**src/rtl/epm_pkg.sv**
```systemverilog
package epm_pkg;
  typedef enum logic [1:0] {
    EXC_ORD  = 2'd0,
    EXC_HARD = 2'd1,
    EXC_NMI  = 2'd2,
    EXC_RSV  = 2'd3
  } exc_class_e;

  typedef enum logic [1:0] {
    SEL_GMASK  = 2'd0,
    SEL_FMASK  = 2'd1,
    SEL_THRESH = 2'd2,
    SEL_NONE   = 2'd3
  } reg_sel_e;

  localparam int unsigned NUM_BITMASKS = 2;
  localparam int unsigned IDX_GMASK    = 0;
  localparam int unsigned IDX_FMASK    = 1;
endpackage

```
**src/rtl/epm_rst_sync.sv**
```systemverilog
module epm_rst_sync #(
  parameter int unsigned STAGES = 2
) (
  input  logic clk,
  input  logic rst_n,
  output logic rst_sync_n
);
  logic [STAGES-1:0] chain_q;
  logic [STAGES-1:0] chain_d;

  always_comb begin
    chain_d = {chain_q[STAGES-2:0], 1'b1};
  end

  always_ff @(posedge clk or negedge rst_n) begin
    if (!rst_n) chain_q <= '0;
    else        chain_q <= chain_d;
  end

  assign rst_sync_n = chain_q[STAGES-1];
endmodule

```
**src/rtl/epm_mask_regs.sv**
```systemverilog
module epm_mask_regs
  import epm_pkg::*;
#(
  parameter int unsigned PRIO_W = 9
) (
  input  logic                    clk,
  input  logic                    rst_ni,
  input  logic                    wr_i,
  input  logic [1:0]              sel_i,
  input  logic [PRIO_W-1:0]       wdata_i,
  input  logic [NUM_BITMASKS-1:0] dis_i,
  input  logic [NUM_BITMASKS-1:0] en_i,
  output logic [NUM_BITMASKS-1:0] bits_o,
  output logic [PRIO_W-1:0]       thr_o,
  output logic [PRIO_W-1:0]       rdata_o
);
  localparam logic [1:0] BIT_SEL [NUM_BITMASKS] = '{SEL_GMASK, SEL_FMASK};

  logic [NUM_BITMASKS-1:0] bits_q;
  logic [NUM_BITMASKS-1:0] bits_d;
  logic [NUM_BITMASKS-1:0] bits_ce;
  logic [PRIO_W-1:0]       thr_q;
  logic [PRIO_W-1:0]       thr_d;
  logic                    thr_ce;

  for (genvar g = 0; g < NUM_BITMASKS; g++) begin : g_bitmask
    logic port_hit;
    assign port_hit = wr_i && (sel_i == BIT_SEL[g]);

    always_comb begin
      bits_ce[g] = port_hit || dis_i[g] || en_i[g];
      if (dis_i[g])     bits_d[g] = 1'b1;
      else if (en_i[g]) bits_d[g] = 1'b0;
      else              bits_d[g] = wdata_i[0];
    end

    always_ff @(posedge clk or negedge rst_ni) begin
      if (!rst_ni)         bits_q[g] <= 1'b0;
      else if (bits_ce[g]) bits_q[g] <= bits_d[g];
    end

    p_dis_sets_r4: assert property (@(posedge clk) disable iff (!rst_ni)
      dis_i[g] |=> bits_q[g]);
    p_en_clears_r4: assert property (@(posedge clk) disable iff (!rst_ni)
      (en_i[g] && !dis_i[g]) |=> !bits_q[g]);
    p_strobe_over_port_r5: assert property (@(posedge clk) disable iff (!rst_ni)
      (port_hit && (dis_i[g] || en_i[g])) |=> (bits_q[g] == $past(dis_i[g])));
  end

  always_comb begin
    thr_ce = wr_i && (sel_i == SEL_THRESH);
    thr_d  = wdata_i;
  end

  always_ff @(posedge clk or negedge rst_ni) begin
    if (!rst_ni)     thr_q <= '0;
    else if (thr_ce) thr_q <= thr_d;
  end

  always_comb begin
    rdata_o = '0;
    unique case (reg_sel_e'(sel_i))
      SEL_GMASK:  rdata_o[0] = bits_q[IDX_GMASK];
      SEL_FMASK:  rdata_o[0] = bits_q[IDX_FMASK];
      SEL_THRESH: rdata_o    = thr_q;
      SEL_NONE:   rdata_o    = '0;
    endcase
  end

  assign bits_o = bits_q;
  assign thr_o  = thr_q;

  p_hold_r2: assert property (@(posedge clk) disable iff (!rst_ni)
    (!wr_i && !(|dis_i) && !(|en_i)) |=> ($stable(bits_q) && $stable(thr_q)));
  p_thr_load_r2: assert property (@(posedge clk) disable iff (!rst_ni)
    (wr_i && sel_i == SEL_THRESH) |=> (thr_q == $past(wdata_i)));
  p_none_sel_r3: assert property (@(posedge clk) disable iff (!rst_ni)
    (wr_i && sel_i == SEL_NONE && !(|dis_i) && !(|en_i))
      |=> ($stable(bits_q) && $stable(thr_q)));
endmodule

```
**src/rtl/epm_permit_gate.sv**
```systemverilog
module epm_permit_gate
  import epm_pkg::*;
#(
  parameter int unsigned PRIO_W = 9
) (
  input  logic              clk,
  input  logic              rst_ni,
  input  logic              gmask_i,
  input  logic              fmask_i,
  input  logic [PRIO_W-1:0] thr_i,
  input  logic [1:0]        class_i,
  input  logic [PRIO_W-1:0] prio_i,
  output logic              permit_o
);
  logic is_nmi;
  logic is_hard;
  logic is_ord;
  logic thr_active;
  logic thr_block;

  always_comb begin
    is_nmi     = (class_i == EXC_NMI);
    is_hard    = (class_i == EXC_HARD);
    is_ord     = !is_nmi && !is_hard;
    thr_active = |thr_i;
    thr_block  = thr_active && (prio_i >= thr_i);
    if (is_nmi)       permit_o = 1'b1;
    else if (fmask_i) permit_o = 1'b0;
    else if (is_hard) permit_o = 1'b1;
    else              permit_o = !gmask_i && !thr_block;
  end

  p_nmi_always_r6: assert property (@(posedge clk) disable iff (!rst_ni)
    (class_i == EXC_NMI) |-> permit_o);
  p_fault_blocks_r7: assert property (@(posedge clk) disable iff (!rst_ni)
    (fmask_i && class_i != EXC_NMI) |-> !permit_o);
  p_gmask_ord_r8: assert property (@(posedge clk) disable iff (!rst_ni)
    (gmask_i && is_ord) |-> !permit_o);
  p_thr_block_r9: assert property (@(posedge clk) disable iff (!rst_ni)
    (is_ord && thr_i != '0 && prio_i >= thr_i) |-> !permit_o);
  p_hard_free_r10: assert property (@(posedge clk) disable iff (!rst_ni)
    (class_i == EXC_HARD && !fmask_i) |-> permit_o);
endmodule

```
**src/rtl/epm_unit.sv**
```systemverilog
module epm_unit
  import epm_pkg::*;
#(
  parameter int unsigned PRIO_W = 9
) (
  input  logic              clk,
  input  logic              rst_n,
  input  logic              reg_wr,
  input  logic [1:0]        reg_sel,
  input  logic [PRIO_W-1:0] reg_wdata,
  output logic [PRIO_W-1:0] reg_rdata,
  input  logic              gmask_dis,
  input  logic              gmask_en,
  input  logic              fmask_dis,
  input  logic              fmask_en,
  input  logic [1:0]        exc_class,
  input  logic [PRIO_W-1:0] exc_prio,
  output logic              exc_permit
);
  logic                    rst_sync_n;
  logic [NUM_BITMASKS-1:0] dis_vec;
  logic [NUM_BITMASKS-1:0] en_vec;
  logic [NUM_BITMASKS-1:0] bits;
  logic [PRIO_W-1:0]       thr;

  always_comb begin
    dis_vec            = '0;
    en_vec             = '0;
    dis_vec[IDX_GMASK] = gmask_dis;
    dis_vec[IDX_FMASK] = fmask_dis;
    en_vec[IDX_GMASK]  = gmask_en;
    en_vec[IDX_FMASK]  = fmask_en;
  end

  epm_rst_sync #(.STAGES(2)) i_rst_sync (
    .clk        (clk),
    .rst_n      (rst_n),
    .rst_sync_n (rst_sync_n)
  );

  epm_mask_regs #(.PRIO_W(PRIO_W)) i_regs (
    .clk     (clk),
    .rst_ni  (rst_sync_n),
    .wr_i    (reg_wr),
    .sel_i   (reg_sel),
    .wdata_i (reg_wdata),
    .dis_i   (dis_vec),
    .en_i    (en_vec),
    .bits_o  (bits),
    .thr_o   (thr),
    .rdata_o (reg_rdata)
  );

  epm_permit_gate #(.PRIO_W(PRIO_W)) i_gate (
    .clk      (clk),
    .rst_ni   (rst_sync_n),
    .gmask_i  (bits[IDX_GMASK]),
    .fmask_i  (bits[IDX_FMASK]),
    .thr_i    (thr),
    .class_i  (exc_class),
    .prio_i   (exc_prio),
    .permit_o (exc_permit)
  );
endmodule

```
**config.mk**
```make
export PLATFORM = sky130hd
export DESIGN_NAME = epm_unit
export DESIGN_NICKNAME = d
export VERILOG_FILES = /design/src/rtl/epm_pkg.sv /design/src/rtl/epm_rst_sync.sv /design/src/rtl/epm_mask_regs.sv /design/src/rtl/epm_permit_gate.sv /design/src/rtl/epm_unit.sv
export SDC_FILE = /design/constraint.sdc
export NUM_CORES = 1
export LEC_CHECK = 0
export ABC_AREA = 1
export BUFFER_PORTS_ARGS = -buffer_cell sky130_fd_sc_hd__buf_4
export CORE_MARGIN = 2
export CORE_UTILIZATION = 47
export DETAILED_ROUTE_END_ITERATION = 10
export PLACE_DENSITY_LB_ADDON = 0.2
export SLEW_MARGIN = 5
export SYNTH_ARGS = -nofsm -noshare
export SYNTH_HDL_FRONTEND = slang
export SYNTH_HIERARCHICAL = 1
export SYNTH_SLANG_ARGS = --single-unit
export TNS_END_PERCENT = 30
```
**constraint.sdc**
```tcl
create_clock -name clk -period 1.84 [get_ports clk]
set_input_delay 0.368 -clock clk [delete_from_list [all_inputs] [get_ports clk]]
set_output_delay 0.368 -clock clk [all_outputs]
set_load 0.1 [all_outputs]
```
Yosys cells after proc, flatten, opt, wreduce, memory -nomap -nowiden
Cells that the tools add are included.
{"block": "classes", "magnitude_cmp": 1, "mux": 9, "n_reduce_logical": 13, "eq_ne": 5}
{"cell": "$ge 9x9->1", "count": 1}
{"cell": "$reduce_or 9->1", "count": 1}
{"cell": "$mux 8", "count": 1}
{"cell": "$mux 1", "count": 7}
{"cell": "$eq 2x2->1 const B", "count": 3}
{"cell": "$logic_and 1x1->1", "count": 5}
{"cell": "$eq 2x1->1 const B", "count": 2}
{"cell": "$logic_or 1x1->1", "count": 4}
{"cell": "$pmux 1 s4", "count": 1}
{"cell": "$logic_not 1->1", "count": 2}
{"cell": "$logic_not 2->1", "count": 1}
{"block": "totals", "register_bits": 13, "elab_cells": 32, "input_bits": 29, "out_inout_bits": 10}

Longest topological paths before layout
Gate-level depths: netlist (run 1).
{"block": "depth", "depth_word": 7, "mapped_depth": 13, "depth_no_buf": 13}

Hierarchy
The synthesis (run 1) kept the hierarchy.
{"module": "epm_mask_regs", "cells_each": 85, "area_per_inst_um2": 590.6, "n_inst": 1}
{"module": "epm_permit_gate", "cells_each": 64, "area_per_inst_um2": 339.1, "n_inst": 1}
{"module": "epm_rst_sync", "cells_each": 3, "area_per_inst_um2": 53.8, "n_inst": 1}

Worst setup path after synthesis (run 1)
OpenSTA, ideal clock, no wires.
{"block": "synth_timing", "kind": "in2out", "start": "input reg_sel[1]", "end": "output reg_rdata[1]", "slack_ns": -0.405, "n_path_buf": 0, "stages": 4, "arrival_ns": 1.877, "cell_sequence": "inv_2 > nor2_4 > inv_1 > nor2_1"}
{"block": "synth_between", "elab_chain_len": 2}
{"element": "start: declaration", "line": "epm_unit.sv:9", "rtl": "input logic [1:0] reg_sel,"}
{"element": "$eq 2x2->1", "line": "epm_mask_regs.sv:62", "rtl": "unique case (reg_sel_e'(sel_i))"}
{"element": "$mux 8", "line": "epm_mask_regs.sv:62"}
{"element": "end: declaration", "line": "epm_unit.sv:11", "rtl": "output logic [PRIO_W-1:0] reg_rdata,"}
No other way between the ends.

Worst setup path after layout (run 1)
{"block": "layout_timing", "start": "register i_regs.thr_q[7], in the netlist i_regs/thr_o[7]", "end": "output exc_permit"}
{"block": "layout_between", "elab_chain_len": 7, "word_cells_on_any_way": 8, "cone_classes": "order compare (1); mux (3); reduce/logical (4)"}
{"element": "start: declaration", "line": "epm_mask_regs.sv:22", "rtl": "logic [PRIO_W-1:0] thr_q;"}
{"element": "start signal: assignment", "line": "epm_mask_regs.sv:57", "rtl": "else if (thr_ce) thr_q <= thr_d;"}
{"element": "$ge 9x9->1 or $reduce_or 9->1 (tied branches)", "line": "epm_permit_gate.sv:26, epm_permit_gate.sv:25"}
{"element": "$logic_and 1x1->1 (*)", "line": "epm_permit_gate.sv:26", "rtl": "thr_block = thr_active && (prio_i >= thr_i);"}
{"element": "$logic_not 1->1 (*)", "line": "epm_permit_gate.sv:30", "rtl": "else permit_o = !gmask_i && !thr_block;"}
{"element": "$logic_and 1x1->1 (*)", "line": "epm_permit_gate.sv:30"}
{"element": "$mux 1 (*)", "line": "epm_permit_gate.sv:29", "rtl": "else if (is_hard) permit_o = 1'b1;"}
{"element": "$mux 1 (*)", "line": "epm_permit_gate.sv:28", "rtl": "else if (fmask_i) permit_o = 1'b0;"}
{"element": "$mux 1 (*)", "line": "epm_permit_gate.sv:27", "rtl": "if (is_nmi) permit_o = 1'b1;"}
{"element": "end: declaration", "line": "epm_unit.sv:18", "rtl": "output logic exc_permit"}
Mark *: on every way between the ends. The rest lies on a longest branch, timed or not.

==> results list, run 1 <==
- Result of the run: finished with violations
* Violated checks: setup timing
* Highest attainable clock frequency: 442 MHz
* Leading area contributor after synthesis: sky130_fd_sc_hd__dfrtp_1
* Share of synthesized cell area in full adder, half adder and majority cells: 11.5%
* Critical path class: register to output port
- WP data required: 1470 ps
- Entering global routing, the biggest net connects 14 pins.
- Routability-driven placement finished with a final weighted congestion of 0.795.
- CTS tree: built
- Synthesized area per cell: 6.47 sq um
* Area share of xor/xnor cells in the synthesized design: 0%
- The detail route stage leaves a number of antenna-violating nets equal to 0.
- For this block, the routed nets add up to 2700 microns of wire.
- Most frequent cell after synthesis: sky130_fd_sc_hd__nand2_1
- After floorplanning, the core was sized to cover 0.00196 sq mm.
- Capturing element type of the critical path: output port
* Synth top area share: 33.1%
* H-tree lvl count: 1
* Count of input and output buffers: 38
- Worst hold path class: register to async pin
* Routed len/inst: 11.7 microns
* Met1 Usage GRT: 26.2%
- Setup repair after global routing could not meet its margin everywhere.
* Number of clock sinks: 13
* Number of flops mapped to enable cells by yosys: 0
* Met3 demand-to-capacity share in global routing: 2.12%
- IR analysis of the VDD net gives a maximum drop of between 0.4 and 0.5 mV.
- Buffer levels on the longest clock path: 2
- met2 is the most crowded layer.
- Final max-slew violation count: 0
* Post-synthesis instance area: roughly 980 sq um
- The slowest stage of the critical path belongs to the cell sky130_fd_sc_hd__dfrtp_1.
- Simple-Gate Fraction of Synth Area: 38.4%
- Clock skew on the completed layout was measured at 2.45 ps.
* Number of rows created at floorplan: 16
- Of the available clock period, the critical path in the final layout requires 123%.
- The finished cells cover 0.00152 sq mm.
- Number of flip-flops and latches in the synthesized netlist: 13
- For this block, the via count after detailed routing is 1,112.
* Final-layout worst hold slack: 200 ps
* Detailed-routing iteration count for the pre-antenna-repair pass: 4
- Final #Nets: 243
- The number of hold-slack violations in the final timing report was 0.
* Dominant combinational cell family by area after synthesis: simple AND/OR/NAND/NOR gates
- Top flip-flop cell by instance count after synthesis: sky130_fd_sc_hd__dfrtp_1
- Count of unique library cells instantiated by Yosys: 18
- Across the run, the number of max-cap violations was 0.
- Clock slew seen by the registers of the worst setup and hold paths: 80 ps
* Iteration-0 DRC count of the detailed router: 13
- The first global-routing pass estimated 4440 microns of wire.
- The total overflow left after global routing is 0.
- Of all flip-flops after synthesis, the portion carrying an async set or reset was 100%.
* Initial core utilization: 50.1%
* Complex-gate fraction of the synthesized area: 1.02%
- Met2 Track Usage GR: 41.3%
- Synth warn: 6
* Arrival time of the worst setup path: 1900 ps
- Die span in x: 49.7 microns
* R2R setup slack: 980 ps
* Via-per-instance ratio: 4.81
* Count of final setup violators: 1
- Number of buffers created by CTS: 3
* Most prevalent standard cell on the critical path: sky130_fd_sc_hd__nand2_2
- Vias in the first global route: 1,130
- Walking the worst path, the cells encountered are inv_2, ha_4, nand2_2, inv_1, a21oi_2, nand4_1, nand2_1, nand2_1, nand2_2, nand2_2, nand2_2, buf_12.
- Global routing consumed, over all layers together, 23.6% of the routing resources.
- For the worst-skew pair, the clock arrives at the later sink with an insertion delay of a little under 300 ps.
* Startpoint of the lowest-slack register-to-register path: i_regs/thr_o[2]$_DFFE_PN0P_
- Summed over all cells, the static leakage comes to 0.865 nW.
* Area of the die: 0.00247 sq mm
- The tree is rooted in a sky130_fd_sc_hd__clkbuf_4.
- Part of the Yosys area used for sequential elements: 33.1%
- Once detailed placement completed, the half-perimeter wirelength came to around 2100 microns.
- Initial antenna violation count: 0
- DIE HEIGHT: 49.7 microns
- In this run, placement finished with an instance count of between 200 and 250.
- Mux cell area share after synthesis: 0%
- Cell types occupying the most area after synthesis: sky130_fd_sc_hd__dfrtp_1 (33%), sky130_fd_sc_hd__nand2_1 (19%), sky130_fd_sc_hd__inv_1 (13%)
* Biggest fanout along the worst timing path: 2
- Cells with a size suffix above 1 make up 37.7% of the layout.
- Once routing completed, OpenROAD measured the worst setup slack at -425 ps.
* Minimum period implied by the final worst setup slack: 2260 ps
- For this run, the slowest stage of the critical path takes 420 ps.
- After synthesis, the most frequently instantiated cells are sky130_fd_sc_hd__nand2_1 (50), sky130_fd_sc_hd__inv_1 (35), sky130_fd_sc_hd__nand3_1 (16).
- STA classifies the critical path startpoint as a register.
- Fill cells in the final layout number 151.
* Post-Place Cell Area: 0.00136 sq mm
- Ratio of total power to cell area: 721 mW/mm^2
* Io pins: 39
- Cell depth of the worst flop-to-flop path: 4
- Synthesis produced a netlist whose cell count is 152.
- Reg-to-reg critical path endpoint: i_regs/thr_o[2]$_DFFE_PN0P_
- DRC violations left: 0
- Relative to the synthesized area, the layout overhead comes to 54.2%.
* Final cell count without fillers: approximately 230
* Post-layout utilization of the core: 77.3%
- Critical Path Source: i_regs/thr_o[7]$_DFFE_PN0P_
- Total inserted antenna cells: 0
* Post-synthesis net count: 190
-- flip-flops by register name (all words and copies together) (netlist names) --
| register | cells |
|---|---|
| i_regs/bits_o | 2 |
| i_regs/thr_o | 9 |
| i_rst_sync/chain_q | 2 |
-- worst max path at each step --
stage                        end  slack, ps  depth (start not counted)
floorplan           reg_rdata[1]       -410                          4
global placement      exc_permit       -200                         12
detailed placement    exc_permit       -260                         14
CTS                   exc_permit       -390                         12
global route          exc_permit       -550                         12
finish                exc_permit       -420                         12
-- stage by stage --
step / power, mW / setup WS (ps) / TNS [ps]
final: 1.09 / -425 / -425
after global routing: 1.18 / -547 / -547
after CTS: 1.08 / -385 / -385
after detailed placement: 0.834 / -258 / -258
after global placement: 0.814 / -205 / -205
after floorplan: 0.658 / -405 / -3630
-- layer usage --
| metal | part of all wire [%] | vias up | wire length (microns) |
|---|---|---|---|
| met5 | 0 | - | 0 |
| met4 | 4.5 | 0 | 121 |
| li1 | - | 555 | - |
| met1 | 39 | 504 | 1060 |
| met3 | 3.8 | 15 | 103 |
| met2 | 52 | 38 | 1410 |
-- critical path, delay by kind of cell, from the launching register on --
kind            cells  cell delay, ps
flops               1             420
buf+inv             3             310
compound gates      1             120
fa+ha+maj           1             190
simple gates        7             570
-- cell usage in the layout, fill, tap and decap left out, drive strengths merged --
cell         instances
inv                 36
a21oi                2
nor4                 1
nor2                17
buf                 49
nor3                 1
dlygate4sd3          1
dfrtp               13
nand3               16
clkbuf               4
nand4                1
or2                  1
ha                   9
nand2               52
conb                 1
-- cell type report --
type / instances / area (sq um) / area share, %
Inverter: 36 / 135 / 8.91
Clock buffer: 4 / 26.3 / 1.73
Timing Repair Buffer: 50 / 390 / 25.7
Tap cell: 27 / 33.8 / 2.23
Sequential cell: 13 / 325 / 21.5
Multi-Input combinational cell: 101 / 606 / 39.9
-- cell families after synthesis --
family / after synthesis
AOI/OAI and AO/OA: 2
DFF: 13
buffers and inverters: 38
other: 1
and+or+nand+nor: 89
adders and majority gates: 9
-- where the power goes --
part / internal (mW) / switching (mW)
registers: 0.322 / 0.0296
logic: 0.228 / 0.330
clock network: 0.0844 / 0.0994
total: 0.635 / 0.459
-- what timing repair did --
item	in CTS	in global routing
buffers inserted	1	0
endpoints found under the setup margin	1	1
endpoints found under the hold margin	2	0
hold buffers	1	0
pin swaps	5	2
gates resized for setup	16	7
Power figures use the tool's default switching activity.
==> run 2, diff against run 1 <==
--- a/config.mk
+++ b/config.mk
@@ -5,10 +5,10 @@
 export SDC_FILE = /design/constraint.sdc
 export NUM_CORES = 1
 export LEC_CHECK = 0
-export ABC_AREA = 1
+export ABC_AREA = 0
 export BUFFER_PORTS_ARGS = -buffer_cell sky130_fd_sc_hd__buf_4
 export CORE_MARGIN = 2
-export CORE_UTILIZATION = 47
+export CORE_UTILIZATION = 35
 export DETAILED_ROUTE_END_ITERATION = 10
 export PLACE_DENSITY_LB_ADDON = 0.2
 export SLEW_MARGIN = 5
==> run 2 against run 1 <==
Effect of this change:
- the run still ends with setup timing left
- worst setup slack better by 8.9 ps
- cell count down 30%
- worst hold slack worse by 2.5 ps
- synthesized area down 9.4%
- fmax up 0.39%
- die area up 20%
- sequential share of layout area up 2.5 points
- register-to-register slack worse by 40 ps
- wire length down 27%
- first-iteration DRC count down 69%
- clock skew up 4.3 ps
- sequential power up 3%
- critical endpoint unchanged
- largest cell class unchanged
==> results list, run 2 <==
* Result of the run: finished with violations
- Violated checks: setup timing
* WP data required: roughly 1500 ps
* R2R setup slack: 940 ps
- Most common cell after layout, fill and taps aside: sky130_fd_sc_hd__buf_4
* Clock slew seen by the registers of the worst setup and hold paths: 90 ps
* RSZ-0062 raised after global routing: true
- Hold timing on the final database bottoms out at a slack of roughly 200 ps.
- After detailed routing, the average wire length per cell comes to 12.2 microns.
- Ratio of cells with drive above 1 in the final layout: 51.1%
* Reg-to-reg critical path endpoint: i_regs/thr_o[7]$_DFFE_PN0P_
- The worst setup path is launched from a register.
* Wirelength, routed: approximately 2000 microns
- Critical path class: register to output port
- Derived from the worst setup path, the maximum achievable clock frequency is 443 MHz.
- TritonCTS built the clock tree.
- The path class of the tightest hold or removal check is register to async pin.
- H-tree lvl count: 1
* Pin count of the biggest net entering global routing: 12
* Synth warn: 6
* Number of rows created at floorplan: 18
- The synthesized design contains 0 enable-type register cells.
- Setup violations remaining at the end of the flow were counted as 1.
* Number of buffers created by CTS: 3
- STA puts the critical path data arrival time at 1890 ps.
- For this run, design rule violations remaining after detail routing come to 0.
* VDD IR-drop max: 0.494 mV
- The total area inside the core boundary comes to 0.00245 sq mm.
- Buffer levels on the longest clock path: 2
- In the global route stage, overall resource usage came out at around 15%.
- The worst register-to-register path has a depth of 2.
* Detail Route Antenna Nets: 0
- Post-synthesis net count: 118
* Leading area contributor after synthesis: sky130_fd_sc_hd__dfrtp_1
- Number of clock sinks: 13
* Die span in x: about 54 microns
- Dpl cells: 156
- Biggest fanout along the worst timing path: 2
- Initial core utilization: ~36%
* Final HPWL DP: 1600 microns
- The synthesized design devotes to its leading area cell type 36.5% of total area.
- The commonest cells after synthesis are sky130_fd_sc_hd__dfrtp_1 (13), sky130_fd_sc_hd__ha_1 (9), sky130_fd_sc_hd__inv_1 (9), sky130_fd_sc_hd__mux2_4 (9), sky130_fd_sc_hd__and2_1 (8).
* Startpoint of the lowest-slack register-to-register path: i_regs/thr_o[7]$_DFFE_PN0P_
- In this run the cell area of the synthesized design comes to around 890 sq um.
* Leakage Power: 0.709 nW
- Vias in the first global route: 710
- Relative to the synthesized area, the layout overhead comes to 52.5%.
- Setup Skew: about 6.7 ps
- In the synthesized netlist the dominant register cell turns out to be sky130_fd_sc_hd__dfrtp_1.
* Total number of vias: 757
* Capturing element type of the critical path: output port
* Most frequent cell after synthesis: sky130_fd_sc_hd__dfrtp_1
* Maximum capacitance violations: 0
- The die is 54.5 microns tall.
- Area of the die: between 0.002 and 0.003 sq mm
- Minimum period implied by the final worst setup slack: 2260 ps
- Count of input and output buffers: 38
- Overall power after layout: 1.05 mW
- FFs w/ async S/R, synth: 100%
- 39 I/O pins were placed.
- In this run the mean area of a mapped cell was around 11 sq um.
- After synthesis, the cell types taking the most area are sky130_fd_sc_hd__dfrtp_1 (37%), sky130_fd_sc_hd__mux2_4 (15%), sky130_fd_sc_hd__ha_1 (13%).
- Count of unique library cells instantiated by Yosys: 26
- Commonest cells after routing, fill and taps aside: sky130_fd_sc_hd__buf_4 (46), sky130_fd_sc_hd__dfrtp_1 (13), sky130_fd_sc_hd__mux2_4 (9)
- Buffer type at the clock tree root: sky130_fd_sc_hd__clkbuf_4
- For this run, the number of standard cells in the final layout without fillers is approximately 160.
- The register with the most flip-flops in the layout has 9 of them.
- Setup slack on the critical path of the routed design comes to -416 ps.
* Routability cong.: 0.696
* Total inserted antenna cells: 0
- Final hold viol count: 0
- For this run, the detailed router's first-pass iteration total came to 3.
* Cells after synthesis: 80
- The first global-routing pass estimated 3040 microns of wire.
- Part of the Yosys area used for sequential elements: 36.5%
* Source-to-sink clock delay at the later pin of the worst-skew pair: 280 ps
- The total overflow left after global routing is 0.
* Post-CTS setup repair buffer count: 0
- The final number of max-transition violations was 0.
- Via-per-instance ratio: 4.70
- Number of flip-flops and latches in the synthesized netlist: 13
- The final critical path takes up 123% of the cycle.
* Ratio of total power to cell area: just under 800 mW/mm^2
- Final #Nets: 170
* Initial antenna violation count: 0
* Iteration-0 DRC count of the detailed router: 4
run 2: through the flow:
stage,utilization (%),area [sq um],setup TNS [ps],worst slack (ps)
floorplan,-,902,-721,-368
global placement,52.2,1280,-392,-392
detailed placement,52.2,1280,-404,-404
CTS,54.7,1340,-464,-464
global route,55.4,1360,-495,-495
finish,55.4,1360,-416,-416
run 2: cell families after synthesis:
logic type | share of synthesized area [%]
buf+inv | 5.06
fa+ha+maj | 12.6
other cells | 0.421
mux | 19.8
simple gates | 16.4
flops | 36.5
compound gates | 9.13
run 2: worst max-delay path by stage:
stage,start,to,slack (ps),depth (start not counted)
6_report,i_regs/thr_o[7]$_DFFE_PN0P_,exc_permit,-420,7
5_1_grt,i_regs/thr_o[7]$_DFFE_PN0P_,exc_permit,-500,7
4_1_cts,i_regs/thr_o[7]$_DFFE_PN0P_,exc_permit,-460,7
3_5_place_dp,exc_prio[7],exc_permit,-400,7
3_3_place_gp,exc_prio[7],exc_permit,-390,7
2_1_floorplan,i_regs/thr_o[7]$_DFFE_PN0P_,exc_permit,-370,6
run 2: worst max-delay path, stage by stage, from the launching register on:
cell and delay [ps]:
sky130_fd_sc_hd__dfrtp_1 400, sky130_fd_sc_hd__inv_2 80, sky130_fd_sc_hd__ha_4 190, sky130_fd_sc_hd__a21o_1 180
sky130_fd_sc_hd__a2111oi_4 310, sky130_fd_sc_hd__o21ai_2 110, sky130_fd_sc_hd__o21ai_4 150, sky130_fd_sc_hd__buf_12 190
run 2: layout make-up:
type / instances / area, sq um
Multi-Input combinational cell: 57 / 561
Timing Repair Buffer: 48 / 375
Inverter: 9 / 33.8
Clock buffer: 4 / 26.3
Fill cell: 224 / 1100
Tap cell: 30 / 37.5
Sequential cell: 13 / 325
run 2: timing repair:
item	in CTS	in global routing
hold buffers	1	0
pin swaps	1	0
hold endpoints to repair	2	0
gates resized for setup	5	2
endpoints found under the setup margin	1	1
run 2: routing by layer:
layer | GRT usage (%) | routed length (microns)
met2 | 23.3 | 975
met1 | 19.8 | 875
met5 | 0 | 0
met4 | 6.25 | 23
met3 | 1.91 | 95
run 2: report_power, final:
group	switching [mW]	total, mW	internal (mW)
sequential	0.0329	0.361	0.328
combinational	0.272	0.507	0.235
clock	0.0996	0.184	0.0841
==> run 3, diff against run 2 <==
--- a/config.mk
+++ b/config.mk
@@ -7,10 +7,12 @@
 export LEC_CHECK = 0
 export ABC_AREA = 0
 export BUFFER_PORTS_ARGS = -buffer_cell sky130_fd_sc_hd__buf_4
+export CORE_ASPECT_RATIO = 0.7
 export CORE_MARGIN = 2
 export CORE_UTILIZATION = 35
 export DETAILED_ROUTE_END_ITERATION = 10
 export PLACE_DENSITY_LB_ADDON = 0.2
+export SETUP_SLACK_MARGIN = 0.15
 export SLEW_MARGIN = 5
 export SYNTH_ARGS = -nofsm -noshare
 export SYNTH_HDL_FRONTEND = slang
==> run 3 against run 2 <==
Effect of this change:
- the flow still finishes with violations (setup timing)
- clock power is 7% lower
- sequential power is 1% higher
- non-clock buffer count is 2 higher
- fmax is 1.1% higher
- critical path type unchanged
- critical endpoint unchanged
==> results list, run 3 (synthesis results as in run 2) <==
- Result of the run: finished with violations
- The checks that failed: setup timing.
- The largest single stage delay on the critical path is ~400 ps.
* Setup Skew: approximately 2.3 ps
- R2R setup slack: 920 ps
- Of the cells placed in the final design, the portion with a size suffix greater than 1 is 55.6%.
- The floorplan step defined a die boundary enclosing around 0.0030 sq mm.
* GR Overflow Total: 0
- Detail Route Antenna Nets: 0
* Final HPWL DP: 1800 microns
- Data on the critical path arrives at its endpoint at 1860 ps.
* Final hold viol count: 0
- The region available for standard cell placement spans ~0.0024 sq mm.
* Area delta synth->final: 59.4%
* Commonest cells after routing, fill and taps aside: sky130_fd_sc_hd__buf_4 (46), sky130_fd_sc_hd__dfrtp_1 (11), sky130_fd_sc_hd__mux2_4 (9), sky130_fd_sc_hd__inv_1 (8), sky130_fd_sc_hd__ha_1 (8)
- Once the floorplan was initialized, standard cells occupied between 30% and 40% of the core.
* H-tree lvl count: 1
- VDD IR-drop max: 0.461 mV
- Ordered list of cells on the worst path: inv_2, ha_4, a21o_1, a2111oi_4, o21ai_2, o21ai_4, buf_12
- Biggest fanout along the worst timing path: 2
* Number of buffers created by CTS: 3
* Routability cong.: 0.749
- Source-to-sink clock delay at the later pin of the worst-skew pair: 270 ps
* Number of rows created at floorplan: 15
- STA classifies the critical path startpoint as a register.
- Global-route wire length before repair: ~3300 microns
- The number of antenna violations at the first check in global routing came to 0.
- The detailed router placed 767 vias in this run.
- Filler cells: 233
* Flip-flop count of the largest register after layout: 9
- Routed len/inst: 12.7 microns
* Final-layout worst hold slack: 182 ps
- Count of final setup violators: 1
- Capturing element type of the critical path: output port
- Final cell count without fillers: 167
* Total inserted antenna cells: 0
* Buffer levels on the longest clock path: 2
- Critical path class: register to output port
- Buffer type at the clock tree root: sky130_fd_sc_hd__clkbuf_4
* Minimum period implied by the final worst setup slack: 2230 ps
- Final worst setup slack: -392 ps
* Wirelength, routed: around 2100 microns
- Share of the clock period used by the worst path: 121%
- Iteration-0 DRC count of the detailed router: 21
- In the routed design, unresolved DRC markers number 0.
- 39 I/O pins were placed.
* CTS tree: built
- Footprint of the flip-flops and latches: 328 sq um
- The final number of max-transition violations is 0.
- Slowest CP cell: sky130_fd_sc_hd__dfrtp_1
* Count of input and output buffers: 38
- Worst hold path class: register to async pin
* Detailed-routing iteration count for the pre-antenna-repair pass: 3
- Leakage Power: around 0.73 nW
- In this run the post-CTS setup repair buffer count came out at 0.
- DIE HEIGHT: 46.2 microns
* Most common cell after layout, fill and taps aside: sky130_fd_sc_hd__buf_4
- Via-per-instance ratio: 4.59
* Final #Nets: 172
- The number of global-route vias before repair came to 764.
- STA puts the critical path data required time at 1470 ps.
* Dpl cells: 162
- Timing would allow up to 448 MHz.
- RSZ-0062 raised after global routing: true
* Footprint of the multi-input gates: 583 sq um
- Global router's overall resource usage: 15.1%
- Number of clock sinks: 13
- Pin count of the biggest net entering global routing: 12
- Ratio of total power to cell area: 760 mW/mm^2
- Max-cap violations in this run came to 0.
- Clock slew seen by the registers of the worst setup and hold paths: 70 ps
- In this run the horizontal extent of the chip is 64.3 microns.
run 3: changes by cell type in the layout (fill, tap and decap cells not counted):
cell,before,now
sky130_fd_sc_hd__dfrtp_2,0,2
sky130_fd_sc_hd__mux2i_1,3,2
sky130_fd_sc_hd__buf_12,1,2
sky130_fd_sc_hd__and2_2,0,1
sky130_fd_sc_hd__o21ai_2,1,2
sky130_fd_sc_hd__buf_6,0,1
sky130_fd_sc_hd__nor2b_2,1,0
sky130_fd_sc_hd__mux2i_4,0,1
sky130_fd_sc_hd__nor2b_4,0,1
sky130_fd_sc_hd__and2_1,8,7
sky130_fd_sc_hd__o21ai_1,1,0
sky130_fd_sc_hd__dfrtp_1,13,11
run 3: worst max-delay path, delay by kind of cell (launching register included):
| family | cells | cell delay (ps) |
|---|---|---|
| adder cells (fa/ha/maj) | 1 | 190 |
| flip-flops | 1 | 400 |
| AO/OA/AOI/OAI | 4 | 730 |
| buffers and inverters | 2 | 270 |
run 3: through the flow:
step | total power, mW | setup TNS, ps | utilization (%) | setup WS (ps) | cell area (sq um)
after floorplan | 0.684 | -368 | - | -368 | 907
after global placement | 0.862 | -354 | 53.5 | -354 | 1310
after detailed placement | 0.871 | -351 | 53.5 | -351 | 1310
after CTS | 1.07 | -420 | 56.4 | -420 | 1380
after global routing | 1.15 | -487 | 58.2 | -487 | 1420
final | 1.08 | -392 | 58.2 | -392 | 1420
run 3: worst paths after layout:
kind,depth (start not counted),to,from
min in group clk,2,i_regs/bits_o[1]$_DFFE_PN0P_,fmask_en
worst max-delay path,7,exc_permit,i_regs/thr_o[7]$_DFFE_PN0P_
max in group asynchronous,0,i_regs/bits_o[1]$_DFFE_PN0P_,i_rst_sync/chain_q[1]$_DFF_PN0_
worst max register to register,3,i_regs/bits_o[1]$_DFFE_PN0P_,i_regs/bits_o[1]$_DFFE_PN0P_
worst min-delay path,0,i_regs/thr_o[7]$_DFFE_PN0P_,i_rst_sync/chain_q[1]$_DFF_PN0_
worst min register to register,0,i_regs/thr_o[7]$_DFFE_PN0P_,i_rst_sync/chain_q[1]$_DFF_PN0_
run 3: repair_timing:
| action | in CTS | in global routing |
|---|---|---|
| setup endpoints to repair | 2 | 3 |
| hold endpoints to repair | 2 | 0 |
| hold buffers | 1 | 0 |
| resized for setup | 7 | 9 |
| pin swaps | 1 | 1 |
run 3: report_power, final:
| group | switching [mW] | internal [mW] |
|---|---|---|
| combinational | 0.289 | 0.254 |
| sequential | 0.0364 | 0.329 |
| clock | 0.0866 | 0.0840 |
run 3: routing by layer:
layer,track usage [%],vias to the layer above,part of all wire [%]
met5,0,-,0
met4,2.55,0,0
met3,4.65,0,4.3
met2,24.4,22,45
met1,20.6,359,51
li1,-,386,-
run 3: layout make-up:
type / instances / share of cell area, %
multi-input combinational: 57 / 41.1
timing repair buffer: 50 / 28.6
sequential: 13 / 23.1
tap: 34 / 3.00
inverter: 9 / 2.38
clock buffer: 4 / 1.85
